<file path="src/rtl/sdram_dq_pkg.sv">
package sdram_dq_pkg;
    localparam int MAX_CL      = 3;
    localparam int RD_MASK_LAT = 2;
    localparam int BYTE_W      = 8;

    typedef logic [1:0] cl_t;

    function automatic int lane_count(input int width);
        return (width > BYTE_W) ? width / BYTE_W : 1;
    endfunction

    function automatic logic cl_legal(input cl_t c);
        return (c != 2'd0);
    endfunction
endpackage

</file>
<file path="src/rtl/sdram_cl_ctrl.sv">
module sdram_cl_ctrl
    import sdram_dq_pkg::*;
(
    input  logic clk,
    input  logic rst,
    input  cl_t  cas_lat,
    input  logic busy,
    output cl_t  cl_eff
);
    always_ff @(posedge clk) begin
        if (rst)
            cl_eff <= cl_t'(MAX_CL);
        else if (!busy && cl_legal(cas_lat))
            cl_eff <= cas_lat;
    end
endmodule

</file>
<file path="src/rtl/sdram_rd_delay.sv">
module sdram_rd_delay
    import sdram_dq_pkg::*;
#(
    parameter int DQ_W  = 16,
    parameter int DEPTH = MAX_CL
) (
    input  logic            clk,
    input  logic            rst,
    input  logic            in_vld,
    input  logic [DQ_W-1:0] in_data,
    input  cl_t             sel,
    output logic            out_vld,
    output logic [DQ_W-1:0] out_data,
    output logic            busy
);
    typedef struct packed {
        logic            vld;
        logic [DQ_W-1:0] data;
    } slot_t;

    slot_t            stage [DEPTH];
    logic [DEPTH-1:0] vld_vec;

    for (genvar s = 0; s < DEPTH; s++) begin : g_stage
        if (s == 0) begin : g_head
            always_ff @(posedge clk) begin
                if (rst) stage[0] <= '0;
                else     stage[0] <= '{vld: in_vld, data: in_data};
            end
        end else begin : g_tail
            always_ff @(posedge clk) begin
                if (rst) stage[s] <= '0;
                else     stage[s] <= stage[s-1];
            end
        end
        assign vld_vec[s] = stage[s].vld;
    end

    assign busy = |vld_vec;

    always_comb begin
        out_vld  = 1'b0;
        out_data = '0;
        for (int s = 0; s < DEPTH; s++) begin
            if (int'(sel) == s + 1) begin
                out_vld  = stage[s].vld;
                out_data = stage[s].data;
            end
        end
    end
endmodule

</file>
<file path="src/rtl/sdram_mask_pipe.sv">
module sdram_mask_pipe
    import sdram_dq_pkg::*;
#(
    parameter int LANES = 2,
    parameter int LAT   = RD_MASK_LAT
) (
    input  logic             clk,
    input  logic             rst,
    input  logic [LANES-1:0] dqm,
    output logic [LANES-1:0] dqm_late
);
    logic [LANES-1:0] tap [LAT];

    for (genvar s = 0; s < LAT; s++) begin : g_tap
        always_ff @(posedge clk) begin
            if (rst)         tap[s] <= '0;
            else if (s == 0) tap[s] <= dqm;
            else             tap[s] <= tap[(s == 0) ? 0 : s-1];
        end
    end

    assign dqm_late = tap[LAT-1];
endmodule

</file>
<file path="src/rtl/sdram_wr_gate.sv">
module sdram_wr_gate #(
    parameter int LANES = 2
) (
    input  logic             wr_valid,
    input  logic [LANES-1:0] dqm,
    output logic [LANES-1:0] wr_en
);
    for (genvar i = 0; i < LANES; i++) begin : g_lane
        assign wr_en[i] = wr_valid & ~dqm[i];
    end
endmodule

</file>
<file path="src/rtl/sdram_dq_pipe.sv">
module sdram_dq_pipe
    import sdram_dq_pkg::*;
#(
    parameter  int DQ_W   = 16,
    localparam int LANES  = lane_count(DQ_W),
    localparam int LANE_W = DQ_W / LANES
) (
    input  logic             clk,
    input  logic             rst,
    input  logic [1:0]       cas_lat,
    input  logic             rd_valid,
    input  logic [DQ_W-1:0]  rd_data,
    input  logic             wr_valid,
    input  logic [DQ_W-1:0]  wr_data,
    input  logic [LANES-1:0] dqm,
    output logic [DQ_W-1:0]  dq_out,
    output logic [LANES-1:0] dq_oe,
    output logic [LANES-1:0] wr_en,
    output logic [DQ_W-1:0]  wr_dq
);
    cl_t              cl_eff;
    logic             busy;
    logic             sel_vld;
    logic [DQ_W-1:0]  sel_data;
    logic [LANES-1:0] dqm_late;

    sdram_cl_ctrl u_cl (
        .clk     (clk),
        .rst     (rst),
        .cas_lat (cas_lat),
        .busy    (busy),
        .cl_eff  (cl_eff)
    );

    sdram_rd_delay #(.DQ_W(DQ_W), .DEPTH(MAX_CL)) u_rd (
        .clk      (clk),
        .rst      (rst),
        .in_vld   (rd_valid),
        .in_data  (rd_data),
        .sel      (cl_eff),
        .out_vld  (sel_vld),
        .out_data (sel_data),
        .busy     (busy)
    );

    sdram_mask_pipe #(.LANES(LANES), .LAT(RD_MASK_LAT)) u_mask (
        .clk      (clk),
        .rst      (rst),
        .dqm      (dqm),
        .dqm_late (dqm_late)
    );

    sdram_wr_gate #(.LANES(LANES)) u_wr (
        .wr_valid (wr_valid),
        .dqm      (dqm),
        .wr_en    (wr_en)
    );

    for (genvar i = 0; i < LANES; i++) begin : g_out
        assign dq_oe[i] = sel_vld & ~dqm_late[i];
        assign dq_out[i*LANE_W +: LANE_W] =
            dq_oe[i] ? sel_data[i*LANE_W +: LANE_W] : '0;
    end

    assign wr_dq = wr_data;
endmodule

</file>
<file path="config.mk">
export PLATFORM = sky130hd
export DESIGN_NAME = sdram_dq_pipe
export DESIGN_NICKNAME = d
export VERILOG_FILES = /design/src/rtl/sdram_dq_pkg.sv /design/src/rtl/sdram_cl_ctrl.sv /design/src/rtl/sdram_rd_delay.sv /design/src/rtl/sdram_mask_pipe.sv /design/src/rtl/sdram_wr_gate.sv /design/src/rtl/sdram_dq_pipe.sv
export SDC_FILE = /design/constraint.sdc
export NUM_CORES = 1
export LEC_CHECK = 0
export BUFFER_PORTS_ARGS = -buffer_cell sky130_fd_sc_hd__buf_2
export CAP_MARGIN = 20
export CORE_ASPECT_RATIO = 2
export CORE_MARGIN = 5
export CORE_UTILIZATION = 45
export DETAILED_ROUTE_END_ITERATION = 12
export GPL_TIMING_DRIVEN = 0
export PLACE_DENSITY = 0.74
export SYNTH_ARGS = -nofsm -noshare
export SYNTH_HDL_FRONTEND = slang
export SYNTH_SLANG_ARGS = --single-unit
</file>
<file path="constraint.sdc">
create_clock -name clk -period 1.7 [get_ports clk]
set_input_delay 0.17 -clock clk [delete_from_list [all_inputs] [get_ports clk]]
set_output_delay 0.17 -clock clk [all_outputs]
set_load 0.005 [all_outputs]
</file>
==> results of run 1 <==
==> through the flow <==
step                      utilization [%]  instance area [sq um]  TNS, ps  hold WS [ps]
after detailed placement            54.15                   2514        0         379.3
after CTS                           60.11                   2790    -1317         20.16
after floorplan                         -                   2155        0         295.2
after global routing                62.45                   2899    -2447         15.30
final                               62.45                   2899   -672.7         42.58
after global placement              54.15                   2514        0         376.1
==> Yosys cell counts <==
cell,n
buf_6,3
clkbuf_1,7
buf_1,1
a22oi_1,16
buf_4,16
and2b_1,5
inv_1,2
nor4_1,1
nor2_1,21
mux2_2,16
mux2i_1,3
a211o_1,2
dfxtp_1,57
nor2b_1,53
buf_2,3
a21oi_1,1
==> area by class of cell <==
class | instances | share of cell area (%)
Inverter | 2 | 0.2590
Tap cell | 55 | 2.374
Clock buffer | 10 | 4.402
Clock inverter | 6 | 2.849
Multi-Input combinational cell | 118 | 30.60
Sequential cell | 57 | 39.40
Timing Repair Buffer | 64 | 12.30
Buffer | 30 | 7.812
==> per-layer routing <==
metal	vias up	track usage, %
met5	-	0
met4	0	8.266
met3	2	5.642
met2	61	27.85
met1	749	15.86
li1	808	-
==> worst max-delay path by stage <==
stage                                            from    endpoint  slack (ps)  cells past startpoint
after floorplan           u_cl.cl_eff[1]$_SDFFE_PP1P_  dq_out[10]         340                      5
after global placement    u_cl.cl_eff[1]$_SDFFE_PP1P_   dq_out[4]          40                      6
after detailed placement  u_cl.cl_eff[1]$_SDFFE_PP1P_   dq_out[4]          50                      6
after CTS                 u_cl.cl_eff[1]$_SDFFE_PP1P_   dq_out[4]        -120                      6
after global routing      u_cl.cl_eff[1]$_SDFFE_PP1P_   dq_out[4]        -170                      6
final                     u_cl.cl_eff[1]$_SDFFE_PP1P_  dq_out[10]         -60                      6
==> worst reg2reg max path, cell delays in order (launching register included) <==
cell      delay [ps]
dfxtp_1          350
buf_2            270
clkbuf_4         300
nor2_1            70
mux2i_1          120
==> cell families (layout without fill, tap and decap cells) <==
kind of cell           count (synthesis)  in the layout  synth area share [%]
muxes                                 19             19                 9.756
DFF                                   57             57                 52.96
buffers and inverters                 32            112                 9.582
AOI/OAI and AO/OA                     19             19                 6.620
and+or+nand+nor                       80             80                 21.08
==> state kept, by name, summed over array words and instances (netlist names) <==
name / cells
u_rd.stage: 51
u_cl.cl_eff: 2
u_mask.tap: 4
==> cell usage in the layout, fill, tap and decap left out, drive strengths merged <==
master / instances
clkbuf: 19
nor2: 21
mux2: 16
a211o: 2
a21oi: 1
nor2b: 53
inv: 2
and2b: 5
a22oi: 16
clkinv: 3
nor4: 1
buf: 85
mux2i: 3
clkinvlp: 1
bufinv: 2
dfxtp: 57
==> power groups by stage <==
| stage | combinational, W | clock [W] | sequential (W) |
|---|---|---|---|
| final | 0.000361 | 0.00131 | 0.00142 |
| after global routing | 0.000396 | 0.00142 | 0.00142 |
| after CTS | 0.000327 | 0.00136 | 0.00142 |
| after detailed placement | 0.000304 | 0 | 0.00145 |
| after global placement | 0.000299 | 0 | 0.00144 |
| after floorplan | 0.000201 | 0 | 0.00144 |
==> what timing repair did <==
action,4_1_cts,5_1_grt
gates cloned,0,2
setup buffers,4,0
setup endpoints to repair,18,18
pin swaps,0,3
gates resized for setup,11,25
==> results.yml, run 1 <==
power:
  p_int_w: 0.002408
  power_density_nw_per_um2: 1068
  swShare_pct: 22.18
  switchingPower_w: 0.0006863
  p_leak_nw: 1.327
  pwr-share-clk_pct: 42.5
  p_seq_share_pct: 45.8
  combPwrFrac_pct: 11.7
  ir_worst_vdd_mv: 0.7861
  fin_total_pwr_w: 0.003095
placed_design:
  pre_cts_ws_ps: 49.31
  io_buffers: 58
  globalplace.congestion: 0.7713
  place_inst: 320
  dp_hpwl_um: 3361
critical_path:
  critPathRequiredTime_ps: 1530
  worst_setup_path_start_kind: "flop"
  criticalPathCategory: "reg2out"
  r2r_end: "u_cl.cl_eff[0]$_SDFFE_PP1P_"
  path_cells: "buf_8 -> clkbuf_16 -> mux2_2 -> a22oi_1 -> nor2_1 -> buf_2"
  worst-path-buf-inv: 3
  worst-r2r-cell-count: 4
  end_kind: "output port"
  worst_path_max_delay_cell: "dfxtp_2"
  cp_max_fo: 9
  cp_data_arrival_time_ps: 1590
  critPathTopFamily: "buffers and inverters"
  cpPeakStageDelay_ps: 340
  reg2reg_setup_slack_ps: 530
  r2r_start: "u_cl.cl_eff[0]$_SDFFE_PP1P_"
route:
  vias: 1620
  drc_errors: 0
  wire_per_inst_um: 13.65
  viasPerCell: 4.737
  met3_length_um: 310
  first_pass_iters: 6
  drt_iter0_drc: 45
  routed_wl_um: 4668
  wl_met1_um: 1800
  dr_wl_met2_um: 2507
  top_layer: "met4"
  ant_nets: 0
min_path:
  min_to: "u_rd.stage[0][15]$_SDFF_PP0_"
  min_from: "rd_data[15]"
  hold_class: "in2reg"
  hold_depth: 2
sta:
  worst_clock_skew_ps: 5.060
  setup_viol: 16
  period_minus_slack_ps: 1760
  rsz0062_at_grt: "yes"
  fmax_mhz: 568.1
  setup_ws_ps: -60.28
  finalCritPeriodShare_pct: 103.5
  slew_violations: 0
  tightest_slew_ps: 561.5
  relSlewSlack_pct: 62.22
  hold_violations: 0
logic_synthesis:
  syn_area_per_cell_sq_um: 10.41
  synth_top_area_share_pct: 52.96
  syn_inst: 207
  synth_area_leaders: "dfxtp_1 (53%), nor2b_1 (15%), mux2_2 (8.4%)"
  synth_cell_types: 16
  synth_area_leader_cell: "dfxtp_1"
  syn-cell-area_sq_um: 2155
  syn_nets: 247
  synth-seq-cells: 57
  yosys_warnings: 0
  synth-seq-area-share_pct: 52.96
cts:
  htreeDepth: 3
  clkTransAtPathRegs_ps: 60
  cts_hold_buf: 0
  clk_path_buf_depth: 2
  clkSinkCount: 57
  root_buffer: "clkbuf_8"
  insertion_delay_ps: 330
  cts_tree: "yes"
  cts_buffers: 9
final_layout:
  num-fill-cells: 408
  fin_cells: 342
  synthToLayoutAreaGrowth_pct: 34.55
  final_layout_size_suffix_gt1_share_pct: 49.13
  diodes: 0
  final_nets: 322
  multiInputGateArea_sq_um: 887.1
  regArea_sq_um: 1142
global_route:
  grt-ovfl-total: 0
  grt_pass1_vias: 1714
  antenna_found_initial: 0
  grt_max_degree: 11
  grt_usage_pct: 15.93
  grt_pass1_wl_um: 7479
die:
  num_rows: 35
  die_area_sq_um: 6356
  die_y_um: 107.9
  io_pins: 76
  die-width_um: 58.93
  coreArea_sq_um: 4642
  start_util_pct: 46.42
job:
  cap_viol_max_count: 0
outcome:
  violations: "setup timing"
  status: "finished, violations left"
(Power assumes the default switching activity.)
==> run 2: changes to the inputs <==
--- a/config.mk
+++ b/config.mk
@@ -8,10 +8,9 @@
 export BUFFER_PORTS_ARGS = -buffer_cell sky130_fd_sc_hd__buf_2
 export CAP_MARGIN = 20
 export CORE_ASPECT_RATIO = 2
-export CORE_MARGIN = 5
 export CORE_UTILIZATION = 45
 export DETAILED_ROUTE_END_ITERATION = 12
-export GPL_TIMING_DRIVEN = 0
+export GPL_ROUTABILITY_DRIVEN = 0
 export PLACE_DENSITY = 0.74
 export SYNTH_ARGS = -nofsm -noshare
 export SYNTH_HDL_FRONTEND = slang
==> run 2 against run 1 <==
The flow now finishes without violations. Setup slack gained 76 ps. Total power shrank 11%. Final area shrank 11%. Fmax grew 4.5%. Register-to-register slack is essentially flat. Critical path depth shrank 1. First-iteration DRC count shrank 24%. Die area shrank 20%. Via count shrank 12%.
==> results.yml, run 2 (synthesis results as in run 1) <==
final_layout:
  final_util_pct: 56.33
  final_layout_size_suffix_gt1_share_pct: 39.51
  final_common_cell: "dfxtp_1"
  largest-register: "u_rd.stage"
  final_nets: 280
  diodes: 0
  reg.largest.list: "u_rd.stage (51), u_mask.tap (4), u_cl.cl_eff (2)"
  num-fill-cells: 421
  layout_common_cells: "dfxtp_1 (56), nor2b_1 (53), buf_2 (43), nor2_1 (19), mux2_2 (13)"
  final_area_sq_um: 2590
  fin_cells: 298
  largest_reg_flops: 51
  synthToLayoutAreaGrowth_pct: 20.21
cts:
  root_buffer: "clkbuf_8"
  cts_tree: "yes"
  htreeDepth: 3
  cts_buffers: 9
  clkTransAtPathRegs_ps: 60
  clk_path_buf_depth: 2
  insertion_delay_ps: 330
  clkSinkCount: 57
route:
  routed_wl_um: 3825
  drc_errors: 0
  vias: 1430
  drt_iter0_drc: 34
  ant_nets: 0
  viasPerCell: 4.799
  first_pass_iters: 4
  wire_per_inst_um: 12.84
min_path:
  min_to: "u_rd.stage[0][15]$_SDFF_PP0_"
  hold_depth: 2
  min_from: "rd_data[15]"
  hold_class: "in2reg"
sta:
  relSlewSlack_pct: 65.50
  slew_violations: 0
  period_minus_slack_ps: 1685
  fmax_mhz: 593.6
  tightest_slew_ps: 512.8
  finalCritPeriodShare_pct: 99.10
  hold_violations: 0
  rsz0062_at_grt: "yes"
  setup_viol: 0
  worst_clock_skew_ps: 4.813
outcome:
  status: "complete, no violations"
critical_path:
  cpPeakStageDelay_ps: 400
  criticalPathCategory: "reg2out"
  cp_max_fo: 8
  reg2reg_setup_slack_ps: 530
  worst-path-buf-inv: 2
  r2r_start: "u_rd.stage[1][16]$_SDFF_PP0_"
  r2r_end: "u_cl.cl_eff[0]$_SDFFE_PP1P_"
  worst-r2r-cell-count: 2
  worst_setup_path_start_kind: "flop"
  critPathTopFamily: "flip-flops"
  worst_path_max_delay_cell: "dfxtp_4"
  critPathRequiredTime_ps: 1530
  cp_data_arrival_time_ps: 1510
  end_kind: "output port"
  path_cells: "buf_8 -> mux2_2 -> a22oi_2 -> nor2_1 -> buf_2"
power:
  swShare_pct: 22.53
  switchingPower_w: 0.0006203
  p_seq_share_pct: 51.8
  fin_total_pwr_w: 0.002754
  power_density_nw_per_um2: 1063
  ir_worst_vdd_mv: 0.7286
  p_int_w: 0.002134
  combPwrFrac_pct: 9.9
  p_leak_nw: 1.139
  pwr-share-clk_pct: 38.3
global_route:
  grt_max_degree: 60
  grt_usage_pct: 17.82
  grt_pass1_wl_um: 6492
  grt-ovfl-total: 0
  grt_pass1_vias: 1419
  antenna_found_initial: 0
die:
  coreArea_sq_um: 4598
  die-width_um: 50.93
  num_rows: 35
  die_y_um: 99.86
  die_area_sq_um: 5086
  io_pins: 76
  start_util_pct: 46.86
placed_design:
  placed_cell_area_sq_um: 2312
  place_inst: 283
  dp_hpwl_um: 2487
  io_buffers: 43
job:
  cap_viol_max_count: 0
==> run 2: cell types whose count changed in the layout (fill, tap and decap cells not counted), sizes merged <==
cell	change
buf	-33
clkbuf	-5
clkinv	-3
bufinv	-2
clkinvlp	-1
==> run 2: final cells by class <==
| class | count | area, sq um | area share (%) |
|---|---|---|---|
| clock buffer | 14 | 162.7 | 6.280 |
| inverter | 2 | 7.507 | 0.2899 |
| multi-input combinational | 118 | 899.6 | 34.73 |
| sequential | 57 | 1145 | 44.20 |
| tap | 55 | 68.82 | 2.657 |
| timing repair buffer | 52 | 306.5 | 11.84 |
==> run 2: routing by layer <==
metal | GRT usage, % | share of wire (%) | up-vias
met5 | 0 | 0 | -
li1 | - | - | 723
met4 | 14.53 | 3.4 | 0
met1 | 19.09 | 41 | 656
met2 | 26.92 | 50 | 37
met3 | 6.970 | 5.2 | 14
==> run 2: repair_timing <==
| item | 4_1_cts | 5_1_grt |
|---|---|---|
| setup endpoints to repair | 18 | 18 |
| resized for setup | 18 | 8 |
| setup buffers | 1 | 0 |
| pin swaps | 5 | 1 |
| hold buffers | 0 | 0 |
==> run 2: power groups by stage <==
stage	Clock [W]	Combinational, W	Sequential, W
after floorplan	0	0.000201	0.00144
after global placement	0	0.000240	0.00145
after detailed placement	0	0.000241	0.00145
after CTS	0.00109	0.000269	0.00142
after global routing	0.00115	0.000302	0.00143
final	0.00105	0.000273	0.00143
==> run 2: how the worst max path moves through the flow <==
stage / endpoint / slack, ps / cells after the start / start
5_1_grt: dq_out[10] / -80 / 4 / u_cl.cl_eff[1]$_SDFFE_PP1P_
2_1_floorplan: dq_out[10] / 340 / 5 / u_cl.cl_eff[1]$_SDFFE_PP1P_
4_1_cts: dq_out[5] / -20 / 5 / u_cl.cl_eff[1]$_SDFFE_PP1P_
3_5_place_dp: dq_out[5] / 110 / 5 / u_cl.cl_eff[1]$_SDFFE_PP1P_
6_report: dq_out[5] / 20 / 5 / u_cl.cl_eff[1]$_SDFFE_PP1P_
3_3_place_gp: dq_out[5] / 140 / 5 / u_cl.cl_eff[1]$_SDFFE_PP1P_
==> run 2: per-stage QoR <==
stage	setup TNS [ps]	hold slack (ps)	worst slack [ps]
global route	-801.9	37.46	-84.54
detailed placement	0	340.0	114.8
floorplan	0	295.2	342.9
finish	0	41.61	15.23
CTS	-44.82	29.57	-15.44
global placement	0	340.0	136.8
==> run 3: changes to the inputs <==
==> constraint.sdc (replaced) <==
create_clock -name clk -period 1.7 [get_ports clk]
set_input_delay 0.085 -clock clk [delete_from_list [all_inputs] [get_ports clk]]
set_output_delay 0.085 -clock clk [all_outputs]
set_load 0.005 [all_outputs]
==> run 3 against run 2 <==
Largest cell class unchanged. Largest power group unchanged. Clock power increased by 29%. Sequential share of layout area shrank 3.1 points. Sequential cell count did not move. Critical path depth unchanged. Core utilization grew 4.2 points. Die area is the same.
==> results.yml, run 3 (synthesis results as in run 1) <==
sta:
  fmax_mhz: 621.5
  rsz0062_at_grt: "no"
  setup_tns_ps: 0
  slew_violations: 0
  finalCritPeriodShare_pct: 94.66
  tightest_slew_ps: 517.8
  setup_ws_ps: 90.86
  relSlewSlack_pct: 65.16
  period_minus_slack_ps: 1609
  worst_clock_skew_ps: 9.840
  setup_viol: 0
  hold_violations: 0
  timing.hold.ws_ps: 63.92
global_route:
  grt_pass1_vias: 1489
  grt_usage_pct: 18.12
  grt_pass1_wl_um: 6658
  antenna_found_initial: 0
  grt-ovfl-total: 0
  grt_max_degree: 60
final_layout:
  largest_reg_flops: 51
  final_nets: 299
  final_common_cell: "dfxtp_1"
  diodes: 0
  final_area_sq_um: 2783
  synthToLayoutAreaGrowth_pct: 29.15
  largest-register: "u_rd.stage"
  final_layout_size_suffix_gt1_share_pct: 33.84
  reg.largest.list: "u_rd.stage (51), u_mask.tap (4), u_cl.cl_eff (2)"
  layout_common_cells: "dfxtp_1 (56), nor2b_1 (52), buf_2 (44), nor2_1 (21), dlygate4sd3_1 (19)"
route:
  drt_iter0_drc: 27
  viasPerCell: 4.720
  drc_errors: 0
  ant_nets: 0
  routed_wl_um: 3997
  first_pass_iters: 4
  wire_per_inst_um: 12.57
  vias: 1501
critical_path:
  reg2reg_setup_slack_ps: 540
  cp_max_fo: 6
  worst_path_max_delay_cell: "dfxtp_4"
  path_cells: "buf_6 -> mux2_2 -> a22oi_2 -> nor2_1 -> buf_2"
  cpPeakStageDelay_ps: 400
  critPathRequiredTime_ps: 1620
  cp_data_arrival_time_ps: 1520
  end_kind: "output port"
  r2r_end: "u_cl.cl_eff[1]$_SDFFE_PP1P_"
  worst-r2r-cell-count: 2
  worst_setup_path_start_kind: "flop"
  criticalPathCategory: "reg2out"
  r2r_start: "u_rd.stage[1][16]$_SDFF_PP0_"
placed_design:
  io_buffers: 43
  pre_cts_ws_ps: 216.8
  placed_cell_area_sq_um: 2317
  dp_hpwl_um: 2457
power:
  fin_total_pwr_w: 0.003068
  ir_worst_vdd_mv: 0.8341
  power_density_nw_per_um2: 1102
  p_leak_nw: 1.245
cts:
  clk_path_buf_depth: 2
  cts_tree: "yes"
  htreeDepth: 3
  cts_buffers: 9
  insertion_delay_ps: 330
  clkTransAtPathRegs_ps: 60
  clkSinkCount: 57
  root_buffer: "clkbuf_8"
job:
  cap_viol_max_count: 0
min_path:
  min_to: "u_cl.cl_eff[0]$_SDFFE_PP1P_"
  hold_depth: 3
  hold_class: "in2reg"
  min_from: "cas_lat[0]"
die:
  coreArea_sq_um: 4598
  die_area_sq_um: 5086
  io_pins: 76
  die-width_um: 50.93
  start_util_pct: 46.86
  die_y_um: 99.86
  num_rows: 35
outcome:
  status: "complete, no violations"
-- run 3: cell types whose count changed in the layout (fill, tap and decap cells not counted), moves of 3 or more --
cell	delta
dlygate4sd3_1	+19
mux2_4	-3
a22oi_2	-7
a22oi_1	+7
mux2_2	+3
-- run 3: repair_timing --
item / CTS / global route
setup buffers: 0 / 1
pin swaps: 0 / 2
endpoints found under the setup margin: 18 / 16
hold endpoints to repair: 19 / 0
hold buffers: 19 / 0
resized for setup: 5 / 9
cloned: 1 / 0
-- run 3: per-layer routing --
layer	vias up	GRT usage, %	part of all wire, %
met2	35	28.95	50
li1	756	-	-
met3	11	5.909	5.1
met4	0	12.61	2.7
met1	699	19.63	42
met5	-	0	0
-- run 3: critical path, delay by kind of cell, from the launching register on --
kind,cells,cell delay (ps)
flops,1,400
simple gates,1,50
mux,1,330
compound gates,1,170
buf+inv,2,250
-- run 3: per-stage QoR --
stage,instances,util [%]
floorplan,207,-
global placement,282,50.39
finish,318,60.52
detailed placement,282,50.39
CTS,317,59.46
global route,318,60.52
-- run 3: worst max-delay path by stage --
stage / startpoint / endpoint / slack [ps]
2_1_floorplan: u_cl.cl_eff[1]$_SDFFE_PP1P_ / dq_out[10] / 430
3_3_place_gp: u_cl.cl_eff[1]$_SDFFE_PP1P_ / dq_out[14] / 250
3_5_place_dp: u_cl.cl_eff[1]$_SDFFE_PP1P_ / dq_out[13] / 220
4_1_cts: u_cl.cl_eff[1]$_SDFFE_PP1P_ / dq_out[6] / 4
5_1_grt: u_cl.cl_eff[1]$_SDFFE_PP1P_ / dq_out[6] / 6
6_report: u_cl.cl_eff[1]$_SDFFE_PP1P_ / dq_out[14] / 90
-- run 3: layout make-up --
cell class	instances	area [sq um]
multi-input cells	118	852.1
inverters	2	7.507
repair buffers	71	499.2
well taps	55	68.82
clock buffers	12	145.1
flip-flops and latches	57	1145
fillers	404	1815
clock inverters	3	65.06
-- run 3: power by group --
group | switching (W) | internal (W)
clock | 0.000490 | 0.000856
combinational | 0.000127 | 0.000171
sequential | 0.0000304 | 0.00139
total | 0.000648 | 0.00242
